**config.mk**
```make
export PLATFORM = sky130hd
export DESIGN_NAME = cond_flag_eval
export DESIGN_NICKNAME = d
export VERILOG_FILES = /design/src/rtl/cond_flag_eval.sv
export SDC_FILE = /design/constraint.sdc
export NUM_CORES = 1
export LEC_CHECK = 0
export BUFFER_PORTS_ARGS = -buffer_cell sky130_fd_sc_hd__buf_4
export CELL_PAD_IN_SITES_DETAIL_PLACEMENT = 1
export CELL_PAD_IN_SITES_GLOBAL_PLACEMENT = 2
export CORE_MARGIN = 1
export CORE_UTILIZATION = 10
export CTS_CLUSTER_DIAMETER = 60
export DETAILED_ROUTE_END_ITERATION = 8
export GPL_TIMING_DRIVEN = 1
export PLACE_DENSITY_LB_ADDON = 0.15
export SLEW_MARGIN = 25
export SYNTH_ARGS = -nofsm -noshare
export SYNTH_HDL_FRONTEND = slang
export SYNTH_SLANG_ARGS = --single-unit
```
**constraint.sdc**
```tcl
create_clock -name clk -period 1.25 [get_ports clk]
set_clock_uncertainty 0.15 [all_clocks]
set_input_delay 0.0625 -clock clk [delete_from_list [all_inputs] [get_ports clk]]
set_output_delay 0.0625 -clock clk [all_outputs]
set_load 0.02 [all_outputs]
```
**src/rtl/cond_flag_eval.sv**
```systemverilog
module cond_flag_eval #(
  parameter int W = 32
) (
  input  logic         clk,
  input  logic         rst_n,
  input  logic [W-1:0] op_a,
  input  logic [W-1:0] op_b,
  input  logic [W-1:0] result,
  input  logic         is_sub,
  input  logic         flag_we,
  input  logic [3:0]   cond,
  output logic [3:0]   flag_new,
  output logic [3:0]   flags,
  output logic         cond_pass
);
  localparam int MSB = W - 1;

  logic sa, sb, sr;
  logic c_add, c_sub, v_add, v_sub;
  logic fn, fz, fc, fv;

  assign sa = op_a[MSB];
  assign sb = op_b[MSB];
  assign sr = result[MSB];

  assign c_add = (sa & sb) | ((sa | sb) & ~sr);
  assign c_sub = ~((~sa & sb) | ((~sa | sb) & sr));
  assign v_add = (sa == sb) & (sr != sa);
  assign v_sub = (sa != sb) & (sr != sa);

  assign flag_new = {sr, ~|result, is_sub ? c_sub : c_add, is_sub ? v_sub : v_add};

  always_ff @(posedge clk or negedge rst_n) begin
    if (!rst_n)       flags <= 4'b0000;
    else if (flag_we) flags <= flag_new;
  end

  assign {fn, fz, fc, fv} = flags;

  always_comb begin
    case (cond)
      4'h0: cond_pass = fz;
      4'h1: cond_pass = ~fz;
      4'h2: cond_pass = fc;
      4'h3: cond_pass = ~fc;
      4'h4: cond_pass = fn;
      4'h5: cond_pass = ~fn;
      4'h6: cond_pass = fv;
      4'h7: cond_pass = ~fv;
      4'h8: cond_pass = fc & ~fz;
      4'h9: cond_pass = ~fc | fz;
      4'hA: cond_pass = (fn == fv);
      4'hB: cond_pass = (fn != fv);
      4'hC: cond_pass = ~fz & (fn == fv);
      4'hD: cond_pass = fz | (fn != fv);
      4'hE: cond_pass = 1'b1;
      default: cond_pass = 1'b0;
    endcase
  end
endmodule

```
==> metrics.yaml, run 1 <==
reg_top3: "flags x4"
peakVddDrop_uv: 195
final_util_pct: 25.1
required_ns: 1.04
synth_edf_count: 0
path_class: "flop to primary output"
worst_pin_slew_ns: 0.270
worstSetupStartpointType: "flop"
synth_cell_types: 23
finalSetupViolations: 1
antenna_found_initial: 0
largest_reg_flops: 4
instances_no_fill: 188
maxSlewViolCount: 0
grt_first_pass_wirelength_mm: 3.15
synthArstFlopShare_pct: 100
start_util_pct: 10.5
antenna_cells: 0
drc: 0
clockBufferDepth: 2
syn_area_um2: 502
cts_tree: "yes"
layout-drive-gt1-share_pct: 73.6
fmax_mhz: 566
die_area_um2: 5300
overflow: 0
drv_cap: 0
rsz0062_at_grt: "yes"
violations: "negative setup slack"
wl_mm: 1.91
arrival_ns: 1.55
nNetsFinal: 231
viasPerCell: 3.65
seq_area_frac_synth_pct: 20.0
place_inst: 181
io_pins: 113
setup_tns_ns: -0.516
synth_fp_nets: 163
cts_root_buf: "clkbuf_8"
placed_area_um2: 1060
multiInputGateArea_um2: 458
total_leakage_power_nw: 0.563
status: "finished, violations left"
via_count: 687
wl_per_cell_um: 10.2
synth_top_area_cell: "dfrtp_1"
coreArea_um2: 4790
hold_path_class: "input port to async pin"
yosys-top-cells-area: "dfrtp_1, mux2_2, ha_1, nor4_1, xnor2_1"
avgSynthCellArea_um2: 9.12
track_usage_pct: 7.82
chipWidth_um: 72.8
crit_fanout: 3
io_buffers: 50
layout_setup_ws_ns: -0.516
relSlewSlack_pct: 81.9
final-hold-violation-count: 0
dp_hpwl_mm: 1.74
synth-seq-cells: 4
slowest_delay_ns: 0.43
clock_latency_ns: 0.21
cts-buffers-inserted: 3
ant_nets: 0
regMostFlops: "flags"
area_growth_pct: 139
drt-initial-drc-count: 4
powerDensity_nw_per_um2: 735
netlist_top_cells_count: "nor4_1, mux2_2, xnor2_1"
htreeDepth: 1
yosysMostFrequentCell: "nor4_1"
synthFlopType: "dfrtp_1"
r2r-end: "flags[3]"
regArea_um2: 103
grt_max_degree: 7
r2r_cells: 2
place.gp.congestion: 0.690
core.rowCount: 25
crit_path_end_kind: "primary output"
drtPass1Iterations: 4
die_y_um: 72.8
crit_chain: "xnor2_2, xnor2_1, o32ai_2, a311o_1, buf_6"
synth.top_cell.area_share_pct: 20.0
finalCritPeriodShare_pct: 141
slowest_stage: "dfrtp_2"
n_fill_cell: 568
fin_crit_ns: 1.77
rrSetupSlack_ns: 0.15
grt_pass1_vias: 760
worstReg2RegStart: "flags[3]"
cts_num_sinks: 4
ys_warn_count: 0
synth_cells: 55
fin_area_um2: 1200
clk_pin_slew_ns: 0.03
-- metal layers --
| layer | part of all wire (%) | routed length, µm | GRT usage [%] | vias up |
|---|---|---|---|---|
| li1 | - | - | - | 336 |
| met1 | 41 | 776 | 8.03 | 313 |
| met2 | 50 | 962 | 14.6 | 36 |
| met3 | 8.4 | 161 | 2.76 | 2 |
| met4 | 0.42 | 8 | 2.61 | 0 |
| met5 | 0 | 0 | 0 | - |
-- through the flow --
step | power (W) | setup WS (ns) | hold slack, ns
after detailed placement | 0.000580 | -0.328 | -0.288
after floorplan | 0.000354 | -0.305 | -0.383
final | 0.000883 | -0.516 | 0.0348
after CTS | 0.000879 | -0.524 | 0.0367
after global placement | 0.000573 | -0.318 | -0.287
after global routing | 0.000940 | -0.578 | 0.0309
-- how the worst max path moves through the flow --
stage / start / endpoint / slack (ns) / depth (start not counted)
global placement: flags[2] / cond_pass / -0.32 / 5
global route: flags[2] / cond_pass / -0.58 / 6
CTS: flags[3] / cond_pass / -0.52 / 5
floorplan: flags[3] / cond_pass / -0.30 / 4
finish: flags[3] / cond_pass / -0.52 / 5
detailed placement: flags[2] / cond_pass / -0.33 / 5
-- placed cells by master (no fill, tap or decap), drive strengths merged --
| master | n |
|---|---|
| buf | 63 |
| nor4 | 8 |
| mux2 | 5 |
| xnor2 | 5 |
| ha | 4 |
| nor2 | 4 |
| dfrtp | 4 |
| clkbuf | 3 |
| inv | 3 |
| xor2 | 3 |
| nand2 | 2 |
| o32ai | 2 |
| nand4 | 2 |
| dlygate4sd3 | 2 |
| and2b | 1 |
| and3b | 1 |
| a22oi | 1 |
| nand2b | 1 |
| nand3b | 1 |
| nor3b | 1 |
| a21oi | 1 |
| a311o | 1 |
| nor2b | 1 |
| o21ai | 1 |
| o31a | 1 |
-- where the power goes --
group	leakage [nW]	internal, W	switching, W
clock network	0.0216	0.000205	0.0000624
logic	0.494	0.000275	0.000178
registers	0.0473	0.000145	0.0000178
total	0.563	0.000625	0.000258
-- worst max-delay path: cells and delay by family (launching register included) --
kind            cells  cell delay (ns)
flops               1             0.43
compound gates      2             0.43
xor+xnor            2             0.33
buf+inv             1             0.14
-- area by class of cell --
| class | count | share of cell area, % |
|---|---|---|
| Timing Repair Buffer | 65 | 42.0 |
| Multi-Input combinational cell | 46 | 38.1 |
| Sequential cell | 4 | 8.54 |
| Tap cell | 67 | 6.98 |
| Clock buffer | 3 | 3.44 |
| Inverter | 3 | 0.938 |
-- logic make-up (layout without fill, tap and decap cells) --
group                      count (synthesis)  in the layout  share of synthesized area, %
xor gates and xnor gates                   8              8                          14.0
DFF                                        4              4                          20.0
AOI/OAI and AO/OA                          7              7                          13.5
buffers and inverters                      5             71                          5.24
muxes                                      5              5                          11.2
and+or+nand+nor                           22             22                          26.2
adders and majority gates                  4              4                          9.98
-- what timing repair did --
item                                    4_1_cts  5_1_grt
hold buffers                                  2        0
pin swaps                                     5        4
hold endpoints to repair                      8        0
resized for setup                             3       11
buffers inserted                              1        1
endpoints found under the setup margin        2        5
No activity file was read; power rests on OpenSTA's default activity.
==> inputs of run 2 (changes only) <==
- BUFFER_PORTS_ARGS: -buffer_cell sky130_fd_sc_hd__buf_4 -> -buffer_cell sky130_fd_sc_hd__buf_2
==> run 2 against run 1 <==
The flow still finishes with violations (negative setup slack). Final cell count down 1.1%. Flip-flop and latch count unchanged. Combinational power decreased by 14%. Core utilization fell by 3.0 points. Die area did not move. Total power down 6.7%. Global-route usage down 0.35 points. Critical path type unchanged. Largest power group unchanged.
==> metrics.yaml, run 2 (synthesized netlist as in run 1, its figures left out) <==
status: "finished, violations left"  # unchanged
violations: "negative setup slack"  # unchanged
layout-drive-gt1-share_pct: 72.3  # was 73.6%
most-common-layout-cells: "buf_2, buf_4"  # was buf_4, nor4_1, mux2_2
cts-buffers-inserted: 3  # unchanged
io_pins: 113  # unchanged
powerDensity_nw_per_um2: 780  # was 735 nW/µm²
met1_usage_pct: 7.78  # was 8.03%
clk_pin_slew_ns: 0.03  # about the same
setup_tns_ns: -0.545  # was -0.516 ns
layout_setup_ws_ns: -0.518  # was -0.516 ns
seqPwrFrac_pct: 20.0  # was 18.4%
power_frac_clock_pct: 32.7  # was 30.3%
die_y_um: 72.8  # unchanged
grt_pass1_vias: 700  # was 760
grtUsageMet3_pct: 2.76  # unchanged
crit_fanout: 3  # unchanged
peakVddDrop_uv: 197  # was 195 µV
p_int_w: 0.000571  # was 0.000625 W
comb_power_share_pct: 47.3  # was 51.3%
finalCritPeriodShare_pct: 141  # about the same
path_class: "flop to primary output"  # unchanged
timing.critical_path.max_delay_family: "flip-flops"  # was compound AO/OA/AOI/OAI gates
place_inst: 181  # unchanged
p_switching_w: 0.000252  # was 0.000258 W
viasPerCell: 3.65  # about the same
cts_num_sinks: 4  # unchanged
start_util_pct: 10.5  # unchanged
relSlewSlack_pct: 84.0  # was 81.9%
final-hold-violation-count: 0  # unchanged
place.gp.congestion: 0.672  # was 0.690
hold-worst-slack_ns: 0.0132  # was 0.0348 ns
worst_pin_slew_ns: 0.237  # was 0.270 ns
reg_top3: "flags x4"  # unchanged
sw_frac_of_total_pct: 30.6  # was 29.2%
dp_hpwl_mm: 1.68  # was 1.74 mm
grt_max_degree: 7  # unchanged
hold_path_class: "input port to flop"  # was input port to async pin
coreArea_um2: 4790  # unchanged
area_growth_pct: 110  # was 139%
core.rowCount: 25  # unchanged
antenna_found_initial: 0  # unchanged
final_util_pct: 22.1  # was 25.1%
wl_per_cell_um: 9.88  # was 10.2 µm
track_usage_pct: 7.47  # was 7.82%
htreeDepth: 1  # unchanged
die_area_um2: 5300  # unchanged
grt_busiest_layer: "met2"  # unchanged
ant_nets: 0  # unchanged
p_total_w: 0.000823  # was 0.000883 W
wl_mm: 1.84  # was 1.91 mm
fmax_mhz: 566  # about the same
antenna_cells: 0  # unchanged
drtPass1Iterations: 1  # was 4
rrSetupSlack_ns: 0.16  # was 0.15 ns
nNetsFinal: 229  # was 231
io_buffers: 50  # unchanged
drt-initial-drc-count: 0  # was 4
largest_reg_flops: 4  # unchanged
chipWidth_um: 72.8  # unchanged
regMostFlops: "flags"  # unchanged
instances_no_fill: 186  # was 188
path_buf_inv: 1  # unchanged
worstSetupStartpointType: "flop"  # unchanged
slowest_delay_ns: 0.43  # about the same
overflow: 0  # unchanged
finalSetupViolations: 2  # was 1
arrival_ns: 1.56  # was 1.55 ns
fin_crit_ns: 1.77  # about the same
clockBufferDepth: 2  # unchanged
crit_path_end_kind: "primary output"  # unchanged
maxSlewViolCount: 0  # unchanged
required_ns: 1.04  # about the same
slowest_stage: "dfrtp_2"  # unchanged
grt_first_pass_wirelength_mm: 3.03  # was 3.15 mm
cts_tree: "yes"  # unchanged
crit_chain: "xnor2_2, mux2_4, o32ai_2, a311o_1, buf_6"  # was xnor2_2, xnor2_1, o32ai_2, a311o_1, buf_6
use_met2_pct: 13.4  # was 14.6%
final_common_cell: "buf_2"  # was buf_4
rsz0062_at_grt: "yes"  # unchanged
via_count: 679  # was 687
total_leakage_power_nw: 0.516  # was 0.563 nW
drc: 0  # unchanged
drv_cap: 0  # unchanged
cts_root_buf: "clkbuf_8"  # unchanged
clock_latency_ns: 0.22  # was 0.21 ns
[run 2: cell count changes in the layout (fill, tap and decap cells not counted), sizes merged]
cell,before,now
buf,63,62
dlygate4sd3,2,1
[run 2: what timing repair did]
| item | 4_1_cts | 5_1_grt |
|---|---|---|
| setup buffers | 0 | 1 |
| hold buffers | 1 | 0 |
| gates resized for setup | 9 | 7 |
| pin swaps | 3 | 2 |
| endpoints found under the hold margin | 4 | 0 |
| setup endpoints to repair | 4 | 5 |
[run 2: power groups by stage]
stage / clock network, W / logic, W / registers, W
4_1_cts: 0.000278 / 0.000379 / 0.000166
3_5_place_dp: 0 / 0.000359 / 0.000166
2_1_floorplan: 0 / 0.000172 / 0.000182
6_report: 0.000269 / 0.000390 / 0.000165
5_1_grt: 0.000291 / 0.000426 / 0.000167
3_3_place_gp: 0 / 0.000359 / 0.000164
[run 2: layout make-up]
cell class                      instances  area [µm²]
Inverter                                3        11.3
Clock buffer                            3        41.3
Tap cell                               67        83.8
Sequential cell                         4         104
Multi-Input combinational cell         46         444
Fill cell                             579        3730
Timing Repair Buffer                   63         372
[run 2: worst paths after layout]
path / depth (start not counted) / to / from
worst min register to register: 1 / flags[2] / flags[2]
worst min-delay path: 2 / flags[3] / flag_we
worst max-delay path: 5 / cond_pass / flags[3]
min in group asynchronous: 2 / flags[0] / rst_n
max in group asynchronous: 2 / flags[2] / rst_n
worst max register to register: 2 / flags[3] / flags[3]
[run 2: worst reg2reg max path: stages (launching register included)]
cell,delay [ns]
dfrtp_2,0.43
buf_4,0.15
mux2_2,0.25
[run 2: routing by layer]
metal,part of all wire (%),routed length (µm)
met1,39,712
met2,50,926
met3,9.1,167
met4,1.6,30
met5,0,0
[run 2: through the flow]
stage,worst slack [ns],cell area [µm²]
floorplan,-0.305,533
global placement,-0.320,935
detailed placement,-0.325,935
CTS,-0.520,1020
global route,-0.589,1060
finish,-0.518,1060
